`src/rtl/cs_dma_pkg.sv`:
```
package cs_dma_pkg;

    typedef enum logic [1:0] {
        MC_CPU  = 2'd0,
        MC_DIN  = 2'd1,
        MC_DOUT = 2'd2
    } mc_kind_e;

    typedef struct packed {
        logic in_req;
        logic out_req;
        logic load;
    } req_sample_t;

    function automatic mc_kind_e pick_kind(req_sample_t s);
        if (s.in_req)
            return MC_DIN;
        if (s.out_req && !s.load)
            return MC_DOUT;
        return MC_CPU;
    endfunction

    function automatic logic is_stolen(mc_kind_e k);
        return k != MC_CPU;
    endfunction

endpackage

```
`src/rtl/mc_timer.sv`:
```
module mc_timer #(
    parameter int PH_BITS = 3
) (
    input  logic               clk,
    input  logic               rst,
    output logic [PH_BITS-1:0] phase,
    output logic               boundary
);
    localparam logic [PH_BITS-1:0] LAST_PH = {PH_BITS{1'b1}};

    always_ff @(posedge clk) begin
        if (rst)
            phase <= '0;
        else
            phase <= phase + 1'b1;
    end

    assign boundary = (phase == LAST_PH);


    phase_wrap_chk: assert property (@(posedge clk) disable iff (rst)
        $past(boundary) |-> phase == '0);


    phase_step_chk: assert property (@(posedge clk) disable iff (rst)
        (!$past(boundary) && !$past(rst)) |-> phase == $past(phase) + 1'b1);

endmodule

```
`src/rtl/slot_arbiter.sv`:
```
module slot_arbiter
    import cs_dma_pkg::*;
(
    input  logic     clk,
    input  logic     rst,
    input  logic     boundary,
    input  logic     dma_in_n,
    input  logic     dma_out_n,
    input  logic     clr_in,
    input  logic     wait_in,
    output mc_kind_e kind,
    output logic     load_q
);
    req_sample_t smp;

    always_comb begin
        smp.in_req  = !dma_in_n;
        smp.out_req = !dma_out_n;
        smp.load    = clr_in && wait_in;
    end

    always_ff @(posedge clk) begin
        if (rst) begin
            kind   <= MC_CPU;
            load_q <= 1'b0;
        end else if (boundary) begin
            kind   <= pick_kind(smp);
            load_q <= smp.load;
        end
    end


    kind_hold_chk: assert property (@(posedge clk) disable iff (rst)
        (!$past(boundary) && !$past(rst)) |-> $stable(kind));


    in_first_chk: assert property (@(posedge clk) disable iff (rst)
        ($past(boundary) && !$past(rst) && !$past(dma_in_n)) |-> kind == MC_DIN);


    load_no_out_chk: assert property (@(posedge clk) disable iff (rst)
        load_q |-> kind != MC_DOUT);

endmodule

```
`src/rtl/r0_pointer.sv`:
```
module r0_pointer #(
    parameter int AW = 16
) (
    input  logic          clk,
    input  logic          rst,
    input  logic          boundary,
    input  logic          stolen,
    output logic [AW-1:0] ptr
);
    always_ff @(posedge clk) begin
        if (rst)
            ptr <= '0;
        else if (boundary && stolen)
            ptr <= ptr + 1'b1;
    end


    ptr_hold_chk: assert property (@(posedge clk) disable iff (rst)
        (!$past(rst) && !($past(boundary) && $past(stolen))) |-> $stable(ptr));


    ptr_step_chk: assert property (@(posedge clk) disable iff (rst)
        (!$past(rst) && $past(boundary) && $past(stolen)) |-> ptr == $past(ptr) + 1'b1);

endmodule

```
`src/rtl/cyclesteal_dma.sv`:
```
module cyclesteal_dma
    import cs_dma_pkg::*;
#(
    parameter int PH_BITS = 3,
    parameter int AW      = 16,
    parameter int DW      = 8,
    parameter int STB_CLKS = 2
) (
    input  logic               clk,
    input  logic               rst,
    input  logic               dma_in_n,
    input  logic               dma_out_n,
    input  logic               clr_in,
    input  logic               wait_in,
    input  logic [DW-1:0]      bus_in,
    input  logic [DW-1:0]      mem_rdata,
    output logic [PH_BITS-1:0] mc_phase,
    output logic               dma_ack,
    output logic [AW-1:0]      mem_addr,
    output logic               mem_wr,
    output logic [DW-1:0]      mem_wdata,
    output logic               mem_rd,
    output logic [DW-1:0]      dev_data,
    output logic               dev_stb,
    output logic               cpu_slot
);
    localparam int CYC_LEN  = 1 << PH_BITS;
    localparam int STB_FROM = CYC_LEN - STB_CLKS;

    logic     boundary;
    logic     load_q;
    logic     stolen;
    logic     late_win;
    mc_kind_e kind;

    mc_timer #(.PH_BITS(PH_BITS)) timer_i (
        .clk      (clk),
        .rst      (rst),
        .phase    (mc_phase),
        .boundary (boundary)
    );

    slot_arbiter arb_i (
        .clk       (clk),
        .rst       (rst),
        .boundary  (boundary),
        .dma_in_n  (dma_in_n),
        .dma_out_n (dma_out_n),
        .clr_in    (clr_in),
        .wait_in   (wait_in),
        .kind      (kind),
        .load_q    (load_q)
    );

    assign stolen = is_stolen(kind);

    r0_pointer #(.AW(AW)) ptr_i (
        .clk      (clk),
        .rst      (rst),
        .boundary (boundary),
        .stolen   (stolen),
        .ptr      (mem_addr)
    );

    always_comb begin
        late_win  = int'(mc_phase) >= STB_FROM;
        dma_ack   = stolen;
        mem_wr    = (kind == MC_DIN) && late_win;
        mem_wdata = (kind == MC_DIN) ? bus_in : '0;
        mem_rd    = (kind == MC_DOUT);
        dev_data  = (kind == MC_DOUT) ? mem_rdata : '0;
        dev_stb   = (kind == MC_DOUT) && late_win;
        cpu_slot  = !stolen && !load_q;
    end


    ack_start_chk: assert property (@(posedge clk) disable iff (rst)
        $rose(dma_ack) |-> mc_phase == '0);


    strobe_excl_chk: assert property (@(posedge clk) disable iff (rst)
        $onehot0({mem_wr, dev_stb}));


    slot_excl_chk: assert property (@(posedge clk) disable iff (rst)
        !(cpu_slot && dma_ack));


    rd_steady_chk: assert property (@(posedge clk) disable iff (rst)
        (mem_rd && mc_phase != '0) |-> $past(mem_rd));

endmodule

```
`config.mk`:
```
export PLATFORM = sky130hd
export DESIGN_NAME = cyclesteal_dma
export DESIGN_NICKNAME = d
export VERILOG_FILES = /design/src/rtl/cs_dma_pkg.sv /design/src/rtl/mc_timer.sv /design/src/rtl/slot_arbiter.sv /design/src/rtl/r0_pointer.sv /design/src/rtl/cyclesteal_dma.sv
export SDC_FILE = /design/constraint.sdc
export NUM_CORES = 1
export LEC_CHECK = 0
export ABC_AREA = 1
export CAP_MARGIN = 20
export CORE_MARGIN = 2
export CORE_UTILIZATION = 39
export DETAILED_ROUTE_END_ITERATION = 12
export GPL_TIMING_DRIVEN = 0
export PLACE_DENSITY = 0.84
export SYNTH_ARGS = -nofsm -noshare
export SYNTH_HDL_FRONTEND = slang
export SYNTH_HIERARCHICAL = 1
export SYNTH_SLANG_ARGS = --single-unit
export TNS_END_PERCENT = 5
```
`constraint.sdc`:
```
create_clock -name clk -period 2.1 [get_ports clk]
set_input_delay 0.42 -clock clk [delete_from_list [all_inputs] [get_ports clk]]
set_output_delay 0.42 -clock clk [all_outputs]
set_load 0.02 [all_outputs]
```
After elaboration in Yosys (flattened, before gate mapping)
Cells that the tools add are included.

word-level totals
  memories kept = 0
  ROM bits = 0
  bits in latches = 0
  input port bits = 22
  output and inout bits = 40
  bits in writable memories = 0
  register bits = 22
  logic and storage cells = 34

cells by class
  bitwise operators = 0
  magnitude comparators = 1
  add/sub/neg operators = 2
  divide/modulo/power cells = 0
  reduce and logical (&&, ||, !) cells = 11
  shifts and indexed selects = 0
  $mul = 0
  multiplexer cells = 13
  equality and inequality tests = 3

operators by type and width
  cell                                                              count
  16-bit by 1-bit adder with 16-bit output (second input constant)  1
  8-bit two-way mux                                                 2
  2-bit two-way mux                                                 4
  1-bit two-way mux                                                 7
  1-bit logical AND                                                 6
  1-bit zero test                                                   4
  3-bit by 1-bit adder with 3-bit output (second input constant)    1
  3-bit == test (second input constant)                             1
  3-bit greater-or-equal comparator (second input constant)         1
  2-bit by 1-bit == test with 1-bit output (second input constant)  1
  2-bit == test (second input constant)                             1
  2-bit nonzero test                                                1

Logic depth before layout (Yosys ltp)
  depth in word-level cells = 9
  gate-level depth with buffers = 10
  gate-level depth less buffers = 10

Cells and area by module
The synthesis kept the hierarchy.

modules (own cells, without submodules)
  module          area an instance (um2)  cells an instance  seq. area each (um2)  instances
  r0_pointer      788.3                   107                320.3                 1
  cyclesteal_dma  172.7                   42                 0.0                   1
  slot_arbiter    126.4                   16                 60.1                  1
  mc_timer        103.8                   10                 60.1                  1

Worst setup path before layout
OpenSTA, ideal clock, no wires.

  path kind = register to register
  start point = register timer_i.phase[1]
  end point = register ptr_i.ptr[12]
  buffers on the path = 0
  required time = 1.987 ns
  stages on the path, launching flop included = 10
  period minus slack after synthesis = 1.670 ns
  slack = 0.430 ns
  setup time = 0.113 ns
  data arrival time = 1.557 ns
  cell sequence = dfxtp_1 > ha_1 > ha_1 > nand2_2 > nor2_4 > nand2_2 > nor2_1 > nand3_1 > nor2_1 > nor2_1

between the ends
  word-level cells in the longest chain between the ends = 2

ends and longest elaborated chain
  what                    RTL line              source
  start, declared         mc_timer.sv:6         output logic [PH_BITS-1:0] phase,
  start signal, assigned  mc_timer.sv:15        phase <= phase + 1'b1;
  3-bit == test           mc_timer.sv:18        assign boundary = (phase == LAST_PH);
  named net boundary      cyclesteal_dma.sv:30  logic boundary;
  1-bit logical AND       r0_pointer.sv:13      else if (boundary && stolen)
  end signal, assigned    r0_pointer.sv:14      ptr <= ptr + 1'b1;
  end, declared           r0_pointer.sv:8       output logic [AW-1:0] ptr

The timed path passes the listed nets, and every way through them passes these cells.
A chain may end at the register's enable or synchronous reset.

Final worst setup path
  start point = input port bus_in[1]
  end point = output port mem_wdata[1]

between the ends
  word-level cells in the longest chain between the ends = 1

ends and longest elaborated chain
  what               RTL line              source
  start, declared    cyclesteal_dma.sv:15  input logic [DW-1:0] bus_in,
  8-bit two-way mux  cyclesteal_dma.sv:69  mem_wdata = (kind == MC_DIN) ? bus_in : '0;
  end, declared      cyclesteal_dma.sv:21  output logic [DW-1:0] mem_wdata,

Every way passes these cells.

==> results.yml <==
layout:
  layout_common_cells: "59 x clkdlybuf4s50_1, 46 x nor2_1, 34 x inv_1"
  antenna_cells: 0
  final_common_cell: "clkdlybuf4s50_1"
  layout-drive-gt1-share_pct: 9.58
  n_fill_cell: 260
  syn_to_final_growth_pct: 58.2
  layout.nets: 266
power_and_ir_drop:
  power_leakage_nw: 0.811
  vdd_drop_max_v: 0.000252
  seq_power_share_pct: 57.2
  powerDensity_nw_per_um2: 396
  p_sw_uw: 164
  clkPwrFrac_pct: 31.1
  p_comb_share_pct: 11.7
  switching_share_pct: 22.1
  p_int_uw: 581
clocking:
  clock-sinks: 22
  cts_made_buffers: 3
  cts_tree: "built"
  clk_path_buf_depth: 2
  cts.clk_slew.worst_paths_ns: 0.12
  ctsHtreeMaxLevel: 1
  clock_latency_ns: 0.30
  cts_root_buffer: "clkbuf_4"
route:
  drt-vias-per-instance: 4.53
  dr.pass1.iters: 4
  wl_per_cell_um: 10.5
  drt_iter0_drc: 56
  drt_wl_total_mm: 2.87
  vias: 1238
  drc: 0
  drtAntennaViolNets: 0
global_routing:
  grt_max_degree: 13
  grt-ovfl-total: 0
  grtUsageTotal_pct: 17.0
  grt_pass1_wl_mm: 4.69
  first_global_vias: 1080
  antenna_found_initial: 0
sta:
  fin_tns_setup_ns: 0
  layout_min_cycle_time_ns: 2.04
  whs_ns: 0.456
  worst_pin_slew_ns: 0.427
  fin_skew_ns: 0.00401
  maxSlewViolCount: 0
  rsz0062_at_grt: "no"
  min_period_over_period_pct: 97.0
  fmax_mhz: 491
  hold_viol: 0
  slew-limit-headroom_pct: 71.5
  finalSetupViolCount: 0
setup_path:
  crit_fanout: 1
  reg2reg_slack_ns: 0.34
  required_ns: 1.68
  worst_ep_arrival_time_ns: 1.62
  end_kind: "output port"
  criticalPathCategory: "in -> out"
  start_kind: "input port"
floorplan:
  start_util_pct: 40.0
  rows: 20
  dieWidth_um: 59.3
  die_area_um2: 3510
  io_pins: 62
  die_y_um: 59.3
  coreArea_um2: 2980
placed_design:
  dp_hpwl_mm: 2.23
  gp_congestion: 0.852
  place.port_buffers: 61
synthesis:
  synth_nets: 200
  syn_avg_cell_area_um2: 6.81
  syn_area_um2: 1190
  ys_ff_latch: 22
  synth_cell_types: 23
  syn_inst: 175
  ys_warn_count: 6
  ys_seq_area_share_pct: 37.0
run:
  maxCapViolations: 0
min_path:
  worstHoldPathType: "reg -> reg"
outcome:
  status: "complete, no violations"
## path summary, 6_finish.rpt
path,from,end,cells after the start
worst max-delay path,bus_in[1],mem_wdata[1],4
worst max register to register,timer_i/phase[0],ptr_i/ptr[12],9
worst min register to register,timer_i/phase[0],timer_i/phase[0],1
worst min-delay path,timer_i/phase[0],timer_i/phase[0],1
## synth_stat cells (all sizes together)
| master | count | area (µm²) |
|---|---|---|
| ha | 3 | 37.5 |
| xor2 | 5 | 43.8 |
| nor3 | 3 | 15.0 |
| nand3 | 6 | 45.0 |
| a31oi | 2 | 12.5 |
| o21bai | 2 | 15.0 |
| nand2 | 28 | 133 |
| and3 | 1 | 6.26 |
| nor2 | 51 | 219 |
| o21ai | 5 | 25.0 |
| dfxtp | 22 | 440 |
| a21oi | 5 | 28.8 |
| nand4 | 3 | 18.8 |
| xnor2 | 1 | 8.76 |
| clkbuf | 1 | 3.75 |
| inv | 37 | 139 |
## routing by layer
metal	part of all wire, %	GRT usage, %	up-vias	routed length, µm
li1	-	-	657	-
met1	48	22.2	538	1360
met2	47	28.6	41	1340
met3	5.1	2.62	2	145
met4	0.59	5.19	0	17
met5	0	0	-	0
## critical path, stage by stage
cell             delay, ns
clkdlybuf4s50_1       0.45
inv_1                 0.03
nor2_1                0.09
clkdlybuf4s50_1       0.62
## cell type report
type | instances | area, µm² | area share (%)
sequential | 22 | 440 | 23.4
buffer | 1 | 3.75 | 0.199
clock buffer | 4 | 36.3 | 1.93
tap | 33 | 41.3 | 2.19
inverter | 37 | 139 | 7.37
timing repair buffer | 61 | 616 | 32.7
multi-input combinational | 115 | 608 | 32.3
## through the flow
stage,setup slack (ns),cell area (µm²),instances,utilization (%),power [mW]
after global routing,0.000144,1880,273,63.3,0.773
after detailed placement,0.0498,1840,269,61.9,0.523
final,0.0624,1880,273,63.3,0.745
after CTS,0.0483,1880,273,63.1,0.751
after global placement,0.0560,1840,269,61.9,0.521
after floorplan,0.430,1190,175,-,0.465
## logic make-up (layout without fill, tap and decap cells)
logic type	count (synthesis)	after routing	share of synthesized area [%]
simple gates	92	92	36.7
compound gates	14	14	6.83
flops	22	22	37.0
xor+xnor	6	6	4.41
buf+inv	38	103	12.0
fa+ha+maj	3	3	3.15
## state kept, by name, indices dropped and copies added (netlist names)
register / count
ptr_i/ptr: 16
arb_i/load_q: 1
timer_i/phase: 3
arb_i/kind: 2
## power by group through the flow
stage                     Sequential (mW)  Clock, mW  Combinational (mW)
after global placement              0.436          0              0.0856
after CTS                           0.427      0.237              0.0874
final                               0.427      0.232              0.0870
after global routing                0.428      0.249              0.0964
after detailed placement            0.436          0              0.0870
after floorplan                     0.441          0              0.0241
## what timing repair did
item	CTS	global route
hold endpoints to repair	0	0
setup endpoints to repair	0	2
buffers inserted	0	0
hold buffers	0	0
resized for setup	0	2
No activity file was read; power rests on OpenSTA's default activity.
